--- src/rtl/spibuf_pkg.sv ---
package spibuf_pkg;

    localparam logic [7:0] OPC_B0_SLOW = 8'hD1;
    localparam logic [7:0] OPC_B1_SLOW = 8'hD3;
    localparam logic [7:0] OPC_B0_FAST = 8'hD4;
    localparam logic [7:0] OPC_B1_FAST = 8'hD6;

    typedef enum logic [2:0] {
        ST_OPC,
        ST_ADDR,
        ST_DUMMY,
        ST_DATA,
        ST_IGNORE
    } rd_state_e;

    typedef struct packed {
        logic valid;
        logic sel;
        logic fast;
    } op_info_t;

    // Map an opcode onto buffer select and dummy-byte presence.
    function automatic op_info_t decode_op(input logic [7:0] code, input logic dual);
        op_info_t r;
        r = '0;
        case (code)
            OPC_B0_SLOW: r = '{valid: 1'b1, sel: 1'b0, fast: 1'b0};
            OPC_B1_SLOW: r = '{valid: dual, sel: 1'b1, fast: 1'b0};
            OPC_B0_FAST: r = '{valid: 1'b1, sel: 1'b0, fast: 1'b1};
            OPC_B1_FAST: r = '{valid: dual, sel: 1'b1, fast: 1'b1};
            default:     r = '0;
        endcase
        return r;
    endfunction

endpackage

--- src/rtl/spibuf_sync.sv ---
module spibuf_sync #(
    parameter int         W       = 3,
    parameter int         STAGES  = 2,
    parameter logic [W-1:0] RST_VAL = '0
) (
    input  logic         clk,
    input  logic         rst,
    input  logic [W-1:0] d,
    output logic [W-1:0] q
);
    logic [W-1:0] st [STAGES];

    always_ff @(posedge clk) begin
        if (rst) begin
            for (int i = 0; i < STAGES; i++) st[i] <= RST_VAL;
        end else begin
            st[0] <= d;
            for (int i = 1; i < STAGES; i++) st[i] <= st[i-1];
        end
    end

    assign q = st[STAGES-1];
endmodule

--- src/rtl/spibuf_store.sv ---
module spibuf_store #(
    parameter int BYTES = 264,
    parameter int NBUF  = 2,
    parameter int AW    = $clog2(BYTES)
) (
    input  logic          clk,
    input  logic          wr_en,
    input  logic          wr_sel,
    input  logic [AW-1:0] wr_addr,
    input  logic [7:0]    wr_data,
    input  logic          rd_sel,
    input  logic [AW-1:0] rd_addr,
    output logic [7:0]    rd_data
);
    logic [7:0] rdv [NBUF];

    for (genvar b = 0; b < NBUF; b++) begin : g_buf
        logic [7:0] mem [BYTES];

        always_ff @(posedge clk) begin
            if (wr_en && (int'(wr_sel) == b) && (int'(wr_addr) < BYTES))
                mem[wr_addr] <= wr_data;
        end

        assign rdv[b] = mem[rd_addr];
    end

    assign rd_data = (NBUF > 1 && rd_sel) ? rdv[NBUF-1] : rdv[0];
endmodule

--- src/rtl/spibuf_responder.sv ---
module spibuf_responder
    import spibuf_pkg::*;
#(
    parameter int BUF_BYTES   = 264,
    parameter int DUAL_BUF    = 1,
    parameter int SYNC_STAGES = 2,
    localparam int AW         = $clog2(BUF_BYTES)
) (
    input  logic          clk,
    input  logic          rst,
    input  logic          sclk,
    input  logic          cs_n,
    input  logic          mosi,
    output logic          miso,
    input  logic          wr_en,
    input  logic          wr_sel,
    input  logic [AW-1:0] wr_addr,
    input  logic [7:0]    wr_data
);
    localparam int NBUF = (DUAL_BUF != 0) ? 2 : 1;
    localparam logic [AW-1:0] LAST = AW'(BUF_BYTES - 1);

    logic [2:0] sy;
    logic cs_q, sclk_q, mosi_q, sclk_d;
    logic sclk_rise, sclk_fall;

    spibuf_sync #(.W(3), .STAGES(SYNC_STAGES), .RST_VAL(3'b100)) u_sync (
        .clk (clk),
        .rst (rst),
        .d   ({cs_n, sclk, mosi}),
        .q   (sy)
    );

    assign cs_q   = sy[2];
    assign sclk_q = sy[1];
    assign mosi_q = sy[0];

    always_ff @(posedge clk) begin
        if (rst) sclk_d <= 1'b0;
        else     sclk_d <= sclk_q;
    end

    assign sclk_rise = sclk_q & ~sclk_d;
    assign sclk_fall = ~sclk_q & sclk_d;

    rd_state_e     state;
    logic [2:0]    bit_cnt, out_cnt;
    logic [1:0]    byte_cnt;
    logic [6:0]    in_sh, out_sh;
    logic [AW-1:0] addr_sh, ptr, start;
    logic          sel, fast;
    logic [7:0]    in_byte, rd_data;
    op_info_t      op;

    assign in_byte = {in_sh, mosi_q};
    assign op      = decode_op(in_byte, DUAL_BUF != 0);
    assign start   = AW'(32'({addr_sh[AW-2:0], mosi_q}) % BUF_BYTES);

    spibuf_store #(.BYTES(BUF_BYTES), .NBUF(NBUF), .AW(AW)) u_store (
        .clk     (clk),
        .wr_en   (wr_en),
        .wr_sel  (wr_sel),
        .wr_addr (wr_addr),
        .wr_data (wr_data),
        .rd_sel  (sel),
        .rd_addr (ptr),
        .rd_data (rd_data)
    );

    always_ff @(posedge clk) begin
        if (rst || cs_q) begin
            state    <= ST_OPC;
            bit_cnt  <= '0;
            out_cnt  <= '0;
            byte_cnt <= '0;
            in_sh    <= '0;
            out_sh   <= '0;
            addr_sh  <= '0;
            ptr      <= '0;
            sel      <= 1'b0;
            fast     <= 1'b0;
            miso     <= 1'b0;
        end else begin
            if (sclk_rise) begin
                in_sh   <= in_byte[6:0];
                bit_cnt <= bit_cnt + 3'd1;
                if (state == ST_ADDR) addr_sh <= {addr_sh[AW-2:0], mosi_q};
                if (bit_cnt == 3'd7) begin
                    case (state)
                        ST_OPC: begin
                            if (op.valid) begin
                                state <= ST_ADDR;
                                sel   <= op.sel;
                                fast  <= op.fast;
                            end else begin
                                state <= ST_IGNORE;
                            end
                        end
                        ST_ADDR: begin
                            byte_cnt <= byte_cnt + 2'd1;
                            if (byte_cnt == 2'd2) begin
                                ptr   <= start;
                                state <= fast ? ST_DUMMY : ST_DATA;
                            end
                        end
                        ST_DUMMY: state <= ST_DATA;
                        default: ;
                    endcase
                end
            end
            if (sclk_fall && state == ST_DATA) begin
                if (out_cnt == 3'd0) begin
                    miso   <= rd_data[7];
                    out_sh <= rd_data[6:0];
                    ptr    <= (ptr == LAST) ? '0 : ptr + AW'(1);
                end else begin
                    miso   <= out_sh[6];
                    out_sh <= {out_sh[5:0], 1'b0};
                end
                out_cnt <= out_cnt + 3'd1;
            end
        end
    end
endmodule

--- config.mk ---
export PLATFORM = sky130hd
export DESIGN_NAME = spibuf_responder
export DESIGN_NICKNAME = d
export VERILOG_FILES = /design/src/rtl/spibuf_pkg.sv /design/src/rtl/spibuf_sync.sv /design/src/rtl/spibuf_store.sv /design/src/rtl/spibuf_responder.sv
export SDC_FILE = /design/constraint.sdc
export NUM_CORES = 2
export LEC_CHECK = 0
export BUFFER_PORTS_ARGS = -buffer_cell sky130_fd_sc_hd__buf_2
export CORE_MARGIN = 4
export CORE_UTILIZATION = 57
export DETAILED_ROUTE_END_ITERATION = 8
export PLACE_DENSITY = 0.75
export SLEW_MARGIN = 20
export SYNTH_ARGS = -nofsm -noshare
export SYNTH_HDL_FRONTEND = slang
export SYNTH_MEMORY_MAX_BITS = 65536
export SYNTH_SLANG_ARGS = --single-unit
--- constraint.sdc ---
create_clock -name clk -period 2.6 [get_ports clk]
set_input_delay 0 -clock clk [delete_from_list [all_inputs] [get_ports clk]]
set_output_delay 0 -clock clk [all_outputs]
set_load 0.1 [all_outputs]
# Word-level counts from Yosys, hierarchy flattened
# Memories as Yosys holds them, arrays and structs flattened. A register that Yosys moved wholly into a read port is not among the register bits.
# Cells that the tools add are included.
# classes
addsub	4
div	1
order_cmp	1
eq_ne	11
muxes	26
n_bitwise	7
n_reduce_logical	13
# ops
op	n
two-way mux 9 bit	9
== test 8 bit (second input constant)	4
modulo 9 x 9 -> 32 bit (second input constant)	1
two-way mux 3 bit	4
case mux 3 bit (4 select lines)	1
adder 9 x 1 -> 9 bit (second input constant)	1
== test 9 bit (second input constant)	1
less-than comparator 9 bit (second input constant)	1
two-way mux 1 bit	9
case mux 3 bit (3 select lines)	1
two-way mux 8 bit	1
AND reduction 4 bit	2
two-way mux 7 bit	1
adder 3 x 1 -> 3 bit (second input constant)	2
== test 3 x 2 -> 1 bit (second input constant)	2
zero test 3 bit	2
logical AND 1 bit	5
== test 3 x 1 -> 1 bit (second input constant)	1
== test 3 bit (second input constant)	1
inverter 1 bit	3
AND reduction 3 bit	1
nonzero test 3 bit	1
adder 2 x 1 -> 2 bit (second input constant)	1
bitwise AND 1 bit	2
other kinds (5)	6
# word_totals
reg_bits	46
mem_bits_rw	4230
input_bits	24
output_inout_bits	1
n_memories	3
# mem_list
memory	words	word_bits	rd	rd_ports_with_merged_regs	write_ports	line_no	source
u_store.g_buf[0].mem	264	8	1	1	1	spibuf_store.sv:18	logic [7:0] mem [BYTES];
u_store.g_buf[1].mem	264	8	1	1	1	spibuf_store.sv:18	
u_sync.st	2	3	2	0	2	spibuf_sync.sv:11	logic [W-1:0] st [STAGES];

# Longest topological paths before layout
# depth
depth_word	8
ltp_mapped	15

# By module
# Synthesis repeated with hierarchy kept, for this count alone.
# unflattened
cells_unflattened	8134
area_unflattened_um2	166836.3
# by_module_without_submodules
mod	n_inst	cells_each	area_each_um2	seq_area_each_um2
spibuf_store	1	7852	164396.4	126841.7
spibuf_responder	1	267	2259.7	920.9
spibuf_sync	1	15	180.2	120.1

# Worst setup path before layout
# OpenSTA, ideal clock, no wires.
# synth_timing
path_type	reg2reg
startpoint	register ptr[0] (netlist name)
endpoint	register out_sh[3]
setup_ns	0.122
arrival_ns	2.509
required_time_ns	2.478
path_slack_ns	-0.032
stages_incl_launch_ff	13
path_buffers	5
synth_period_minus_slack_ns	2.632
cell_sequence	dfxtp_1 buf_6 buf_6 buf_4 buf_4 buf_4 mux4_2 a22oi_1 nand2_1 a32oi_1 o21ai_0 o31ai_1 a21oi_1
# synth_lines
element	line_no	source
end signal: assignment	spibuf_responder.sv:114	out_sh <= rd_data[6:0];
end signal: assignment	spibuf_responder.sv:118	out_sh <= {out_sh[5:0], 1'b0};
end: declaration	spibuf_responder.sv:49	logic [6:0] in_sh, out_sh;

==> results.sh <==
export IMPL_outcome="complete, but fails checks"
export IMPL_violations="setup timing"
export IMPL_rsz0062_at_grt="true"
export IMPL_num_rows=198
export IMPL_crit_top_cell="buf_12"
export IMPL_grt_pass1_vias=95180
export IMPL_wl_mm=501.8
export IMPL_ys_ff_latch=4276
export IMPL_synth_ff_type="edfxtp_1"
export IMPL_wl_met1_mm=164.3
export IMPL_final_max_slew_violation_count=0
export IMPL_fin_tns_setup_ps=-6944
export IMPL_grt_pass1_wl_mm=707.6
export IMPL_hold_slack_ps=111.3
export IMPL_die_x_microns=549.2
export IMPL_cpMaxStageDelayCell="mux4_2"
export IMPL_dieArea_sq_um=301600
export IMPL_hp_start="wr_addr[3]"
export IMPL_wl_per_cell_microns=35.92
export IMPL_drive_above_1_share=0.3450
export IMPL_place_congestion=0.9498
export IMPL_antenna_left=0
export IMPL_syn_avg_cell_area_sq_um=20.81
export IMPL_endpoint_kind="register"
export IMPL_grt_max_degree=123
export IMPL_syn2layout_area_growth_pct=19.46
export IMPL_grt_ovfl_total=0
export IMPL_final_hold_violation_count=0
export IMPL_max_slew_margin=0.3570
export IMPL_drt_pass1_iterations=6
export IMPL_tightest_slew_ps=961.0
export IMPL_leakage_nw=64.16
export IMPL_power_density_nw_per_um2=689.1
export IMPL_drcViolationCount=0
export IMPL_worst_setup_path_start_kind="register"
export IMPL_drtIter0Drc=17010
export IMPL_internal_power_mw=110.4
export IMPL_async_flop_share=0
export IMPL_portBuffers=24
export IMPL_syn_instance_count=8020
export IMPL_synthesis_area_sq_um=166900
export IMPL_cts_tree="built"
export IMPL_swShare=0.1965
export IMPL_dr_wl_met2_mm=229.7
export IMPL_htreeDepth=5
export IMPL_synthDistinctLibCells=77
export IMPL_crit_path_max_incr_delay_ps=550
export IMPL_grt_usage=0.3316
export IMPL_routed_wl_met3_mm=73.65
export IMPL_via_per_inst=6.827
export IMPL_crit_arrival_ps=4390
export IMPL_switching_power_mw=27.01
export IMPL_period_needed_ps=3574
export IMPL_start_util=0.5730
export IMPL_clk_pin_slew_worst_paths_ps=70
export IMPL_antenna_found_initial=20
export IMPL_clkSinkCount=4276
export IMPL_crit_chain="buf_12, buf_12, buf_12, mux4_2, a22oi_2, nand4_1, a22oi_1, buf_4, nand2_1, o31ai_4, buf_4, a31oi_1"
export IMPL_synth_edf_count=4224
export IMPL_n_fill_cell=16920
export IMPL_path_class="register to register"
export IMPL_dp_hpwl_mm=314.8
export IMPL_cts_buffer_depth=4
export IMPL_max_cap_viol_count=0
export IMPL_fin_ws_ps=-973.6
export IMPL_fmax_ghz=0.2798
export IMPL_yosys_warnings=0
export IMPL_yosysSeqAreaShare=0.7661
export IMPL_synthesis_nets=8051
export IMPL_core_area_sq_um=291300
export IMPL_die_y_microns=549.2
export IMPL_critPathMaxFanout=19
export IMPL_finalSetupViolations=8
export IMPL_worstPathRequired_ps=3420
export IMPL_combPwrFrac=0.012
export IMPL_nNetsFinal=9767
export IMPL_fin_skew_ps=61.52
export IMPL_crit_start="ptr[0]$_SDFF_PP0_"
export IMPL_clkLatencyLatePin_ps=940
export IMPL_top_layer="met5"
export IMPL_hp_class="input pin to register"
export IMPL_pwr_share_seq=0.551
export IMPL_cts_buffers=408
export IMPL_peakVddDrop_mv=0.7899
export IMPL_worstReg2RegStart="ptr[0]$_SDFF_PP0_"
export IMPL_clkPwrFrac=0.437
export IMPL_place_ws_ps=-1615
export IMPL_post_route_period_util=1.374
export IMPL_clockRootBuffer="clkbuf_16"
export IMPL_io_pins=25
export IMPL_vias=95370
-- stage by stage --
stage | cell area [sq um] | power [mW] | instances | util
after floorplan | 166900 | 77.31 | 8020 | -
after global placement | 184000 | 78.64 | 13130 | 0.6317
after detailed placement | 184000 | 78.76 | 13130 | 0.6317
after CTS | 198900 | 137.5 | 13930 | 0.6827
after global routing | 199400 | 140.6 | 13960 | 0.6844
final | 199400 | 137.4 | 13970 | 0.6845
-- state kept, by name (all words and copies together) (netlist names) --
name	flops
sel	1
out_cnt	3
fast	1
u_store.g_buf.mem	4224
sclk_d	1
bit_cnt	3
miso	1
out_sh	7
u_sync.st	6
ptr	9
state	3
byte_cnt	2
in_sh	7
addr_sh	8
-- cells by family (layout without fill, tap and decap cells) --
kind of cell,Yosys count,in the layout,synth area share
buf+inv,507,2541,0.02051
mux,1272,1272,0.1514
flops,4276,4276,0.7661
fa+ha+maj,7,7,0.0005246
simple gates,1268,1268,0.03227
xor+xnor,10,10,0.0005247
compound gates,680,680,0.02867
other cells,0,14,0
-- worst paths after layout --
check | slack, ps | end | cells after the start
setup / recovery | -970 | out_sh[5]$_SDFFE_PP0P_ | 12
hold / removal | 110 | u_store.g_buf[1].mem[125][2]$_DFFE_PP_ | 5
setup reg to reg | -970 | out_sh[5]$_SDFFE_PP0P_ | 12
hold reg to reg | 460 | in_sh[4]$_SDFFE_PP0P_ | 2
-- final cells by class --
class | instances | area [sq um] | area share
Antenna cell | 14 | 35.03 | 0.0001757
Multi-Input combinational cell | 3237 | 36350 | 0.1823
Clock inverter | 237 | 2666 | 0.01337
Timing Repair Buffer | 1803 | 16870 | 0.08460
Inverter | 10 | 47.55 | 0.0002384
Sequential cell | 4276 | 127900 | 0.6414
Clock buffer | 491 | 10660 | 0.05345
Tap cell | 3900 | 4880 | 0.02447
-- worst max-delay path: cells and delay by family (launching register included) --
kind | cells | cell delay, ps
AOI/OAI and AO/OA | 4 | 1070
buffers and inverters | 5 | 870
DFF | 1 | 400
muxes | 1 | 550
and+or+nand+nor | 2 | 510
-- layer usage --
layer,up-vias,GRT usage
li1,36750,-
met4,20,0.1767
met5,-,0.005223
met2,8300,0.4999
met1,48660,0.4373
met3,1634,0.1042
-- Yosys cell counts, types with 47 or more instances --
cell type  number  area [sq um]
a21oi_1       120         600.6
a221oi_1       50         437.9
a22oi_1       172          1291
buf_2          80         400.4
buf_4          48         360.4
buf_6          74         833.3
clkbuf_1      206         773.2
dfxtp_1        52          1041
edfxtp_1     4224        126800
mux2i_1       253          2532
mux4_1         54          1419
mux4_2        929         20920
nand2_1       309          1160
nand3_1       109         545.5
nor2_1        657          2466
nor3_1         47         235.2
o21ai_0        50         250.2
o22ai_1        63         394.1
-- cells in the final DEF (no fill, tap or decap), types with 22 or more instances in the layout --
cell	synthesis	final
edfxtp_1	4224	4224
buf_4	48	1494
mux4_2	929	932
nor2_1	657	648
clkbuf_16	0	413
nand2_1	309	301
mux2i_1	253	248
buf_12	28	218
a22oi_1	172	163
a21oi_1	120	116
nand3_1	109	100
clkinv_1	2	75
clkbuf_1	206	75
clkinv_2	0	69
o22ai_1	63	56
bufinv_16	0	53
mux4_1	54	51
dfxtp_1	52	46
nor3_1	47	43
a22o_1	44	43
o21ai_0	50	39
a221oi_1	50	39
mux2_2	36	36
o221ai_1	37	35
a31oi_1	35	31
o211ai_1	28	28
nand4_1	26	26
dlygate4sd3_1	0	22
-- what timing repair did --
item / in CTS / in global routing
cloned: 8 / 0
resized for setup: 125 / 65
hold endpoints to repair: 3928 / 0
buffers inserted: 51 / 22
setup endpoints to repair: 8 / 9
pin swaps: 27 / 25
hold buffers: 22 / 0
-- power groups by stage --
stage	registers (mW)	clock network, mW	logic [mW]
after floorplan	77.2	0	0.108
after global placement	77.2	0	1.47
after detailed placement	77.2	0	1.58
after CTS	75.7	60.2	1.62
after global routing	75.7	63.3	1.72
final	75.7	60.0	1.67
No activity file was read; power rests on OpenSTA's default activity.
